==> src/rtl/i2c_slv_addr_stretch.sv <==
module i2c_slv_addr_stretch #(
  parameter int ADDR_CFG_W = 15,
  parameter int BYTE_W     = 8
) (
  input  logic                  clk,
  input  logic                  rst_n,
  input  logic                  start_i,
  input  logic                  stop_i,
  input  logic                  byte_valid_i,
  input  logic [BYTE_W-1:0]     byte_i,
  input  logic [ADDR_CFG_W-1:0] addr_cfg_i,
  input  logic                  ten_bit_i,
  input  logic                  bcast_en_i,
  input  logic                  stretch_en_i,
  input  logic                  ack_hold_en_i,
  input  logic                  tx_empty_i,
  input  logic                  rx_full_i,
  input  logic                  clr_i,
  output logic                  match_o,
  output logic                  ack_o,
  output logic                  scl_hold_o,
  output logic [1:0]            cause_o
);

  localparam int HDR_W = BYTE_W - 1;
  localparam logic [1:0] C_ADDR = 2'd0;
  localparam logic [1:0] C_TXE  = 2'd1;
  localparam logic [1:0] C_RXF  = 2'd2;
  localparam logic [1:0] C_ACK  = 2'd3;

  typedef enum logic [2:0] {S_IDLE, S_ADDR, S_ADDR2, S_WR, S_RD} st_t;

  st_t        st_q, st_n;
  logic       match_q, match_n;
  logic       ack_q, ack_n;
  logic       sel10_q, sel10_n;
  logic       hold_q, clr_seen_q;
  logic [1:0] cause_q;
  logic       addr_ev, wr_ev, rd_ev;

  wire hdr_hit = byte_i[BYTE_W-1:1] == addr_cfg_i[HDR_W-1:0];
  wire lo_hit  = byte_i == addr_cfg_i[HDR_W +: BYTE_W];
  wire gc_hit  = bcast_en_i && (byte_i == '0);
  wire rw_bit  = byte_i[0];

  always_comb begin
    st_n    = st_q;
    match_n = match_q;
    sel10_n = sel10_q;
    ack_n   = 1'b0;
    addr_ev = 1'b0;
    wr_ev   = 1'b0;
    rd_ev   = 1'b0;
    if (stop_i) begin
      st_n    = S_IDLE;
      match_n = 1'b0;
      sel10_n = 1'b0;
    end else if (start_i) begin
      st_n    = S_ADDR;
      match_n = 1'b0;
    end else if (byte_valid_i) begin
      unique case (st_q)
        S_ADDR: begin
          if (gc_hit) begin
            st_n = S_WR; match_n = 1'b1; ack_n = 1'b1; addr_ev = 1'b1;
          end else if (!ten_bit_i) begin
            if (hdr_hit) begin
              st_n = rw_bit ? S_RD : S_WR;
              match_n = 1'b1; ack_n = 1'b1; addr_ev = 1'b1;
            end else begin
              st_n = S_IDLE;
            end
          end else if (hdr_hit && !rw_bit) begin
            st_n = S_ADDR2; ack_n = 1'b1; sel10_n = 1'b0;
          end else if (hdr_hit && rw_bit && sel10_q) begin
            st_n = S_RD; match_n = 1'b1; ack_n = 1'b1; addr_ev = 1'b1;
          end else begin
            st_n = S_IDLE; sel10_n = 1'b0;
          end
        end
        S_ADDR2: begin
          if (lo_hit) begin
            st_n = S_WR; match_n = 1'b1; ack_n = 1'b1; addr_ev = 1'b1;
            sel10_n = 1'b1;
          end else begin
            st_n = S_IDLE;
          end
        end
        S_WR: begin
          ack_n = 1'b1; wr_ev = 1'b1;
        end
        S_RD: rd_ev = 1'b1;
        default: ;
      endcase
    end
  end

  always_ff @(posedge clk or negedge rst_n) begin
    if (!rst_n) begin
      st_q    <= S_IDLE;
      match_q <= 1'b0;
      ack_q   <= 1'b0;
      sel10_q <= 1'b0;
    end else begin
      st_q    <= st_n;
      match_q <= match_n;
      ack_q   <= ack_n;
      sel10_q <= sel10_n;
    end
  end

  logic       ev_any;
  logic [1:0] ev_cause;
  always_comb begin
    ev_any   = 1'b1;
    ev_cause = C_ADDR;
    if (addr_ev)                      ev_cause = C_ADDR;
    else if (rd_ev && tx_empty_i)     ev_cause = C_TXE;
    else if (wr_ev && rx_full_i)      ev_cause = C_RXF;
    else if (wr_ev && ack_hold_en_i)  ev_cause = C_ACK;
    else                              ev_any   = 1'b0;
  end

  logic resolved;
  always_comb begin
    unique case (cause_q)
      C_TXE:   resolved = !tx_empty_i;
      C_RXF:   resolved = !rx_full_i;
      default: resolved = 1'b1;
    endcase
  end

  always_ff @(posedge clk or negedge rst_n) begin
    if (!rst_n) begin
      hold_q     <= 1'b0;
      clr_seen_q <= 1'b0;
      cause_q    <= C_ADDR;
    end else if (hold_q) begin
      if ((clr_i || clr_seen_q) && resolved) begin
        hold_q     <= 1'b0;
        clr_seen_q <= 1'b0;
      end else if (clr_i) begin
        clr_seen_q <= 1'b1;
      end
    end else if (stretch_en_i && ev_any) begin
      hold_q     <= 1'b1;
      cause_q    <= ev_cause;
      clr_seen_q <= 1'b0;
    end
  end

  assign match_o    = match_q;
  assign ack_o      = ack_q;
  assign scl_hold_o = hold_q;
  assign cause_o    = hold_q ? cause_q : C_ADDR;

  assert_hold_needs_en_R8: assert property (@(posedge clk) disable iff (!rst_n)
    $rose(scl_hold_o) |-> $past(stretch_en_i));

  assert_release_after_clear_R12: assert property (@(posedge clk) disable iff (!rst_n)
    $fell(scl_hold_o) |-> $past(clr_i || clr_seen_q));

  assert_rxfull_keeps_hold_R10: assert property (@(posedge clk) disable iff (!rst_n)
    (scl_hold_o && cause_o == C_RXF && rx_full_i) |=> scl_hold_o);

  assert_txempty_keeps_hold_R9: assert property (@(posedge clk) disable iff (!rst_n)
    (scl_hold_o && cause_o == C_TXE && tx_empty_i) |=> scl_hold_o);

  assert_stop_drops_match_R2: assert property (@(posedge clk) disable iff (!rst_n)
    (stop_i || start_i) |=> !match_o);

  assert_idle_ignores_R3: assert property (@(posedge clk) disable iff (!rst_n)
    (st_q == S_IDLE && byte_valid_i && !start_i && !stop_i) |=> (!ack_o && !match_o));

  assert_read_no_ack_R7: assert property (@(posedge clk) disable iff (!rst_n)
    (st_q == S_RD && byte_valid_i && !start_i && !stop_i) |=> !ack_o);

endmodule

==> config.mk <==
export PLATFORM = sky130hd
export DESIGN_NAME = i2c_slv_addr_stretch
export DESIGN_NICKNAME = d
export VERILOG_FILES = /design/src/rtl/i2c_slv_addr_stretch.sv
export SDC_FILE = /design/constraint.sdc
export NUM_CORES = 1
export LEC_CHECK = 0
export BUFFER_PORTS_ARGS = -buffer_cell sky130_fd_sc_hd__buf_4
export CORE_ASPECT_RATIO = 1.5
export CORE_MARGIN = 5
export CORE_UTILIZATION = 43
export DETAILED_ROUTE_END_ITERATION = 10
export PLACE_DENSITY = 0.74
export REMOVE_ABC_BUFFERS = 1
export SLEW_MARGIN = 20
export SYNTH_ARGS = -nofsm -noshare
export SYNTH_HDL_FRONTEND = slang
export SYNTH_SLANG_ARGS = --single-unit
==> constraint.sdc <==
create_clock -name clk -period 1.3 [get_ports clk]
set_input_delay 0.13 -clock clk [delete_from_list [all_inputs] [get_ports clk]]
set_output_delay 0.13 -clock clk [all_outputs]
set_load 0.005 [all_outputs]
# After elaboration in Yosys (flattened, before gate mapping)
# Cells that the tools add are included.
[totals]
ff_bits = 10
output_inout_bits = 5
word_cells = 121
[op_classes]
eq_ne = 18
mux = 71
bitwise_logic = 1
n_reduce_logical = 24
[op_table]
columns = ["cell", "count"]
rows = [
  ["1-bit two-way mux", 50],
  ["3-bit two-way mux", 9],
  ["6-bit != test (second input constant)", 3],
  ["2-bit two-way mux", 6],
  ["1-bit logical AND", 9],
  ["3-bit != test (second input constant)", 3],
  ["8-bit == test", 1],
  ["8-bit logical NOT", 1],
  ["4-bit != test (second input constant)", 2],
  ["1-bit one-hot mux with 2 select lines", 4],
  ["7-bit == test", 1],
  ["7-bit AND reduction", 1],
  ["3-bit by 2-bit == test with 1-bit output (second input constant)", 2],
  ["3-bit one-hot mux with 2 select lines", 1],
  ["2-bit AND reduction", 3],
  ["6-bit AND reduction", 1],
  ["3-bit nonzero test", 2],
  ["2-bit nonzero test", 2],
  ["4-bit nonzero test", 1],
  ["3-bit by 1-bit == test with 1-bit output (second input constant)", 1],
  ["3-bit == test (second input constant)", 1],
  ["1-bit logical NOT", 3],
  ["3-bit by 2-bit != test with 1-bit output (second input constant)", 1],
  ["1-bit one-hot mux with 3 select lines", 1],
  ["other kinds (5)", 5],
]

# Logic depth before layout (Yosys ltp)
[logic_depth]
ltp_word = 15
ltp_mapped = 6

# Worst setup path after synthesis
# OpenSTA, ideal clock, no wires.
[synth_path]
kind = "reg-to-reg"
start = "register st_q[1]"
end = "register match_q (netlist: match_o)"
setup_time_ns = 0.119
arrival_ns = 1.307
required_time_ns = 1.181
setup_slack_ns = -0.125
path_stages_with_launch = 7
path_buffers = 1
path_cell_list = "dfrtp_1 > buf_4 > and2b_1 > and2b_4 > o211ai_1 > and3b_1 > o21a_1"
[synth_between]
elab_chain_len = 5
elab_cells_between_ends = 12
[synth_rtl]
columns = ["element", "line", "rtl"]
rows = [
  ["start, declared", "33", "st_t st_q, st_n;"],
  ["start signal, assigned", "105", "st_q <= st_n;"],
  ["3-bit by 2-bit == test with 1-bit output or 3-bit by 1-bit == test with 1-bit output (tied branches)", "62", "unique case (st_q)"],
  ["1-bit one-hot mux with 2 select lines", "62", ""],
  ["1-bit two-way mux", "61", "end else if (byte_valid_i) begin"],
  ["1-bit two-way mux", "58", "end else if (start_i) begin"],
  ["1-bit two-way mux", "54", "if (stop_i) begin"],
  ["end signal, assigned", "106", "match_q <= match_n;"],
  ["end, declared", "34", "logic match_q, match_n;"],
]
# Several ways; a longest one is shown, not always the timed one. The select of a mux whose other input is x is not followed.
# A chain may end at the register's enable or synchronous reset.

# Worst setup path after layout
[layout_path]
start = "register st_q[2]"
end = "register match_q (netlist: match_o)"
# Same word-level chain as after synthesis.

==> flow_metrics.tcl <==
set metrics [dict create \
    vias_per_cell 5.76 \
    clkSinkCount 10 \
    top_cell_type_by_total_area_after_synthesis "sky130_fd_sc_hd__dfrtp_1" \
    data_required_time_of_the_worst_path_ns 1.47 \
    routed_wirelength_mm 3.48 \
    hold-path-cell-count 3 \
    met1_usage_pct 18.6 \
    grt_pass1_wl_mm 5.31 \
    clk_pin_slew_worst_paths_ns 0.08 \
    cts_root_buf "sky130_fd_sc_hd__clkbuf_4" \
    detailedRoute.firstPassIterationCount 4 \
    cp_common_cell "sky130_fd_sc_hd__buf_4" \
    syn2layout_area_growth_pct 72.9 \
    power_per_cell_area_nw_per_um2 555 \
    buffer_ports.inserted 39 \
    criticalPathCategory "reg -> reg" \
    post_detailed_route_drc_marker_count 0 \
    groute.usage.overall_pct 20.4 \
    period_share_pct 120 \
    yosys.area.top_type_share_pct 25.3 \
    cpPeakStageDelay_ns 0.44 \
    mappedNetlistArea_um2 987 \
    grt.met3_usage_pct 3.44 \
    synth.ff_latch_count 10 \
    worstMarginPinSlew_ns 0.372 \
    core_area_um2 2210 \
    nFillCells 154 \
    worst_skew_pair.late_latency_ns 0.28 \
    endpoint_kind "register" \
    nNetsFinal 226 \
    netlist-cell-type-count 43 \
    dp.final_hpwl_mm 2.58 \
    crit_path_start_kind "register" \
    reg2reg_slack_ns -0.26 \
    timing.critical_path.slowest_stage_cell "sky130_fd_sc_hd__dfrtp_2" \
    cts_htree_levels 1 \
    cp_max_fo 3 \
    synthesis.area_per_instance_um2 8.44 \
    groute.layer.met2.usage_pct 41.0 \
    drt-initial-drc-count 30 \
    instances_no_fill 211 \
    timing.hold.worst.class "in -> reg" \
    status "finished with violations" \
    rsz0062_at_grt "true" \
    largest_net_degree_at_the_start_of_global_routing 11 \
    cellLeakagePower_nw 0.775 \
    gp_congestion 0.876 \
    first_global_vias 1259 \
    critical_path_arrival_ns 1.74 \
    number_of_buffers_created_by_cts 3 \
    maxClockFrequency_mhz 639 \
    timing.hold.worst.start "stop_i" \
    fin_setup_tns_ns -1.40 \
    die_y_um 68.7 \
    ys_seq_area_share_pct 25.3 \
    drive_above_1_share_pct 55.3 \
    antenna_found_initial 0 \
    die_width_um 49.1 \
    initial_utilization_pct 44.7 \
    route.vias.total 1215 \
    io_pins 40 \
    violations "negative setup slack" \
    reg2reg_from "st_q[2]$_DFFE_PN0P_" \
    finalHoldViolCount 0 \
    drv_slew 0 \
    detail_route.wl_per_cell_um 16.5 \
    grt_most_used_layer "met2" \
    fp-row-count 21 \
    synthTopCellsByArea "sky130_fd_sc_hd__dfrtp_1 25%, sky130_fd_sc_hd__xnor2_1 13%, sky130_fd_sc_hd__nor2_1 5.7%, sky130_fd_sc_hd__nand2_1 3.8%, sky130_fd_sc_hd__ha_1 2.5%" \
    antenna_cells_inserted 0 \
    synthesis.yosys.warnings 0 \
    irDropWorstVdd_v 0.000478 \
    clock_skew_ns 0.00357 \
    dp_cells 201 \
    setup-violations-final 9 \
    syn_inst 117 \
    final_critical_path_required_period_ns 1.56 \
    worst_r2r_endpoint "match_o$_DFFE_PN0P_" \
    clockBufferDepth 2 \
    reg2regPathDepth 6 \
    grt_overflow 0 \
    timing.max_slew.rel_slack_pct 75.1 \
    tritoncts "built" \
    drt.antenna.violating_nets 0 \
    post-route-worst-setup-slack_ns -0.265 \
    worstHoldEndpoint "sel10_q$_DFFE_PN0P_" \
    overall_die_area_um2 3370 \
    path_cells "buf_4, buf_4, and2b_4, o211ai_1, and3b_1, o21a_1" \
    drv_cap 0 \
]
-- worst max-delay path, delay by kind of cell (launching register included) --
family          cells  cell delay [ns]
compound gates      2             0.28
flops               1             0.44
buf+inv             2             0.29
simple gates        2             0.46
-- routing by layer --
metal	wire length, um	vias up
met1	1200	586
met2	2000	55
met3	206	8
met4	73	0
li1	-	566
met5	0	-
-- where the power goes --
part | internal [W] | total (W) | switching [W]
Clock | 0.000170 | 0.000297 | 0.000127
Sequential | 0.000316 | 0.000322 | 0.00000585
Combinational | 0.000183 | 0.000329 | 0.000145
Total | 0.000669 | 0.000947 | 0.000278
-- cell families after synthesis --
group                      count (synthesis)  synth area share, %
xor gates and xnor gates                  15                 13.3
buffers and inverters                      7                 3.04
adders and majority gates                  2                 2.53
and+or+nand+nor                           57                 35.1
DFF                                       10                 25.3
AOI/OAI and AO/OA                         26                 20.7
-- layout by cell type (no fill, tap or decap), drive strengths merged, types with 2 or more instances in the layout --
| master | n |
|---|---|
| and2b | 2 |
| nor2 | 16 |
| xnor2 | 15 |
| o21a | 2 |
| dfrtp | 10 |
| a211o | 2 |
| a21oi | 4 |
| nand4 | 5 |
| nand3 | 2 |
| o21ai | 4 |
| nand2b | 2 |
| clkbuf | 4 |
| o211ai | 2 |
| nand4b | 2 |
| a221oi | 2 |
| nor3 | 5 |
| inv | 6 |
| buf | 67 |
| nand2 | 10 |
| ha | 2 |
| nor4 | 3 |
| o2111ai | 2 |
| nor2b | 3 |
| nor3b | 2 |
-- worst max path at each step --
stage | to | slack [ns] | depth (start not counted) | startpoint
4_1_cts | cause_q[0]$_DFFE_PN0P_ | -0.22 | 5 | st_q[2]$_DFFE_PN0P_
3_5_place_dp | sel10_q$_DFFE_PN0P_ | -0.23 | 7 | byte_i[3]
2_1_floorplan | cause_q[0]$_DFFE_PN0P_ | -0.1 | 4 | st_q[1]$_DFFE_PN0P_
3_3_place_gp | sel10_q$_DFFE_PN0P_ | -0.18 | 7 | byte_i[2]
6_report | match_o$_DFFE_PN0P_ | -0.26 | 6 | st_q[2]$_DFFE_PN0P_
5_1_grt | cause_q[0]$_DFFE_PN0P_ | -0.35 | 5 | st_q[2]$_DFFE_PN0P_
-- area by class of cell --
| class | count | area (um^2) | area share [%] |
|---|---|---|---|
| inverters | 6 | 22.5 | 1.32 |
| repair buffers | 68 | 529 | 31.0 |
| well taps | 23 | 28.8 | 1.69 |
| multi-input cells | 100 | 837 | 49.0 |
| clock buffers | 4 | 36.3 | 2.13 |
| flip-flops and latches | 10 | 253 | 14.8 |
-- cells in the mapped netlist --
| cell type | instances |
|---|---|
| sky130_fd_sc_hd__nand4b_1 | 2 |
| sky130_fd_sc_hd__a211oi_1 | 1 |
| sky130_fd_sc_hd__o31a_1 | 1 |
| sky130_fd_sc_hd__dfrtp_1 | 10 |
| sky130_fd_sc_hd__nor2b_1 | 3 |
| sky130_fd_sc_hd__and2_1 | 1 |
| sky130_fd_sc_hd__nand4_2 | 2 |
| sky130_fd_sc_hd__a31oi_1 | 1 |
| sky130_fd_sc_hd__a21boi_0 | 1 |
| sky130_fd_sc_hd__a211o_1 | 2 |
| sky130_fd_sc_hd__inv_1 | 6 |
| sky130_fd_sc_hd__o211ai_1 | 2 |
| sky130_fd_sc_hd__o21a_1 | 2 |
| sky130_fd_sc_hd__a21bo_2 | 1 |
| sky130_fd_sc_hd__and2b_4 | 1 |
| sky130_fd_sc_hd__o31ai_1 | 1 |
| sky130_fd_sc_hd__nor3_1 | 4 |
| sky130_fd_sc_hd__nand4_1 | 3 |
| sky130_fd_sc_hd__nor4b_4 | 1 |
| sky130_fd_sc_hd__and2b_1 | 1 |
| sky130_fd_sc_hd__nor3b_1 | 2 |
| sky130_fd_sc_hd__ha_1 | 2 |
| sky130_fd_sc_hd__o21ai_0 | 3 |
| sky130_fd_sc_hd__nor3_2 | 1 |
| sky130_fd_sc_hd__nor4_1 | 3 |
| sky130_fd_sc_hd__buf_4 | 1 |
| sky130_fd_sc_hd__a2111oi_2 | 1 |
| sky130_fd_sc_hd__nand3_2 | 1 |
| sky130_fd_sc_hd__nor2_1 | 15 |
| sky130_fd_sc_hd__nor2_4 | 1 |
| sky130_fd_sc_hd__o2111ai_1 | 2 |
| sky130_fd_sc_hd__a21oi_1 | 4 |
| sky130_fd_sc_hd__nand2b_1 | 2 |
| sky130_fd_sc_hd__a221oi_1 | 1 |
| sky130_fd_sc_hd__nand2_1 | 10 |
| sky130_fd_sc_hd__o21ai_2 | 1 |
| sky130_fd_sc_hd__o41ai_1 | 1 |
| sky130_fd_sc_hd__a221oi_2 | 1 |
| sky130_fd_sc_hd__or2_2 | 1 |
| sky130_fd_sc_hd__nand3_1 | 1 |
| sky130_fd_sc_hd__nand3b_1 | 1 |
| sky130_fd_sc_hd__and3b_1 | 1 |
| sky130_fd_sc_hd__xnor2_1 | 15 |
-- flip-flops by register name, summed over array words and instances (netlist names) --
signal,flops
scl_hold_o,1
ack_o,1
match_o,1
st_q,3
sel10_q,1
clr_seen_q,1
cause_q,2
-- per-stage QoR --
stage	total power [W]	util [%]	setup WS (ns)	hold slack [ns]	area, um^2
after floorplan	0.000439	-	-0.0994	-0.166	980
after detailed placement	0.000614	66.8	-0.233	-0.0281	1470
final	0.000947	77.3	-0.265	0.156	1710
after CTS	0.000913	71.6	-0.221	0.155	1580
after global placement	0.000606	66.8	-0.181	-0.0312	1470
after global routing	0.00100	77.3	-0.353	0.169	1710
-- timing repair --
action | 4_1_cts | 5_1_grt
hold buffers | 1 | 0
setup buffers | 0 | 5
gates resized for setup | 11 | 20
cloned | 0 | 0
endpoints found under the hold margin | 10 | 0
pin swaps | 3 | 12
setup endpoints to repair | 9 | 11
No activity file was read; power rests on OpenSTA's default activity.
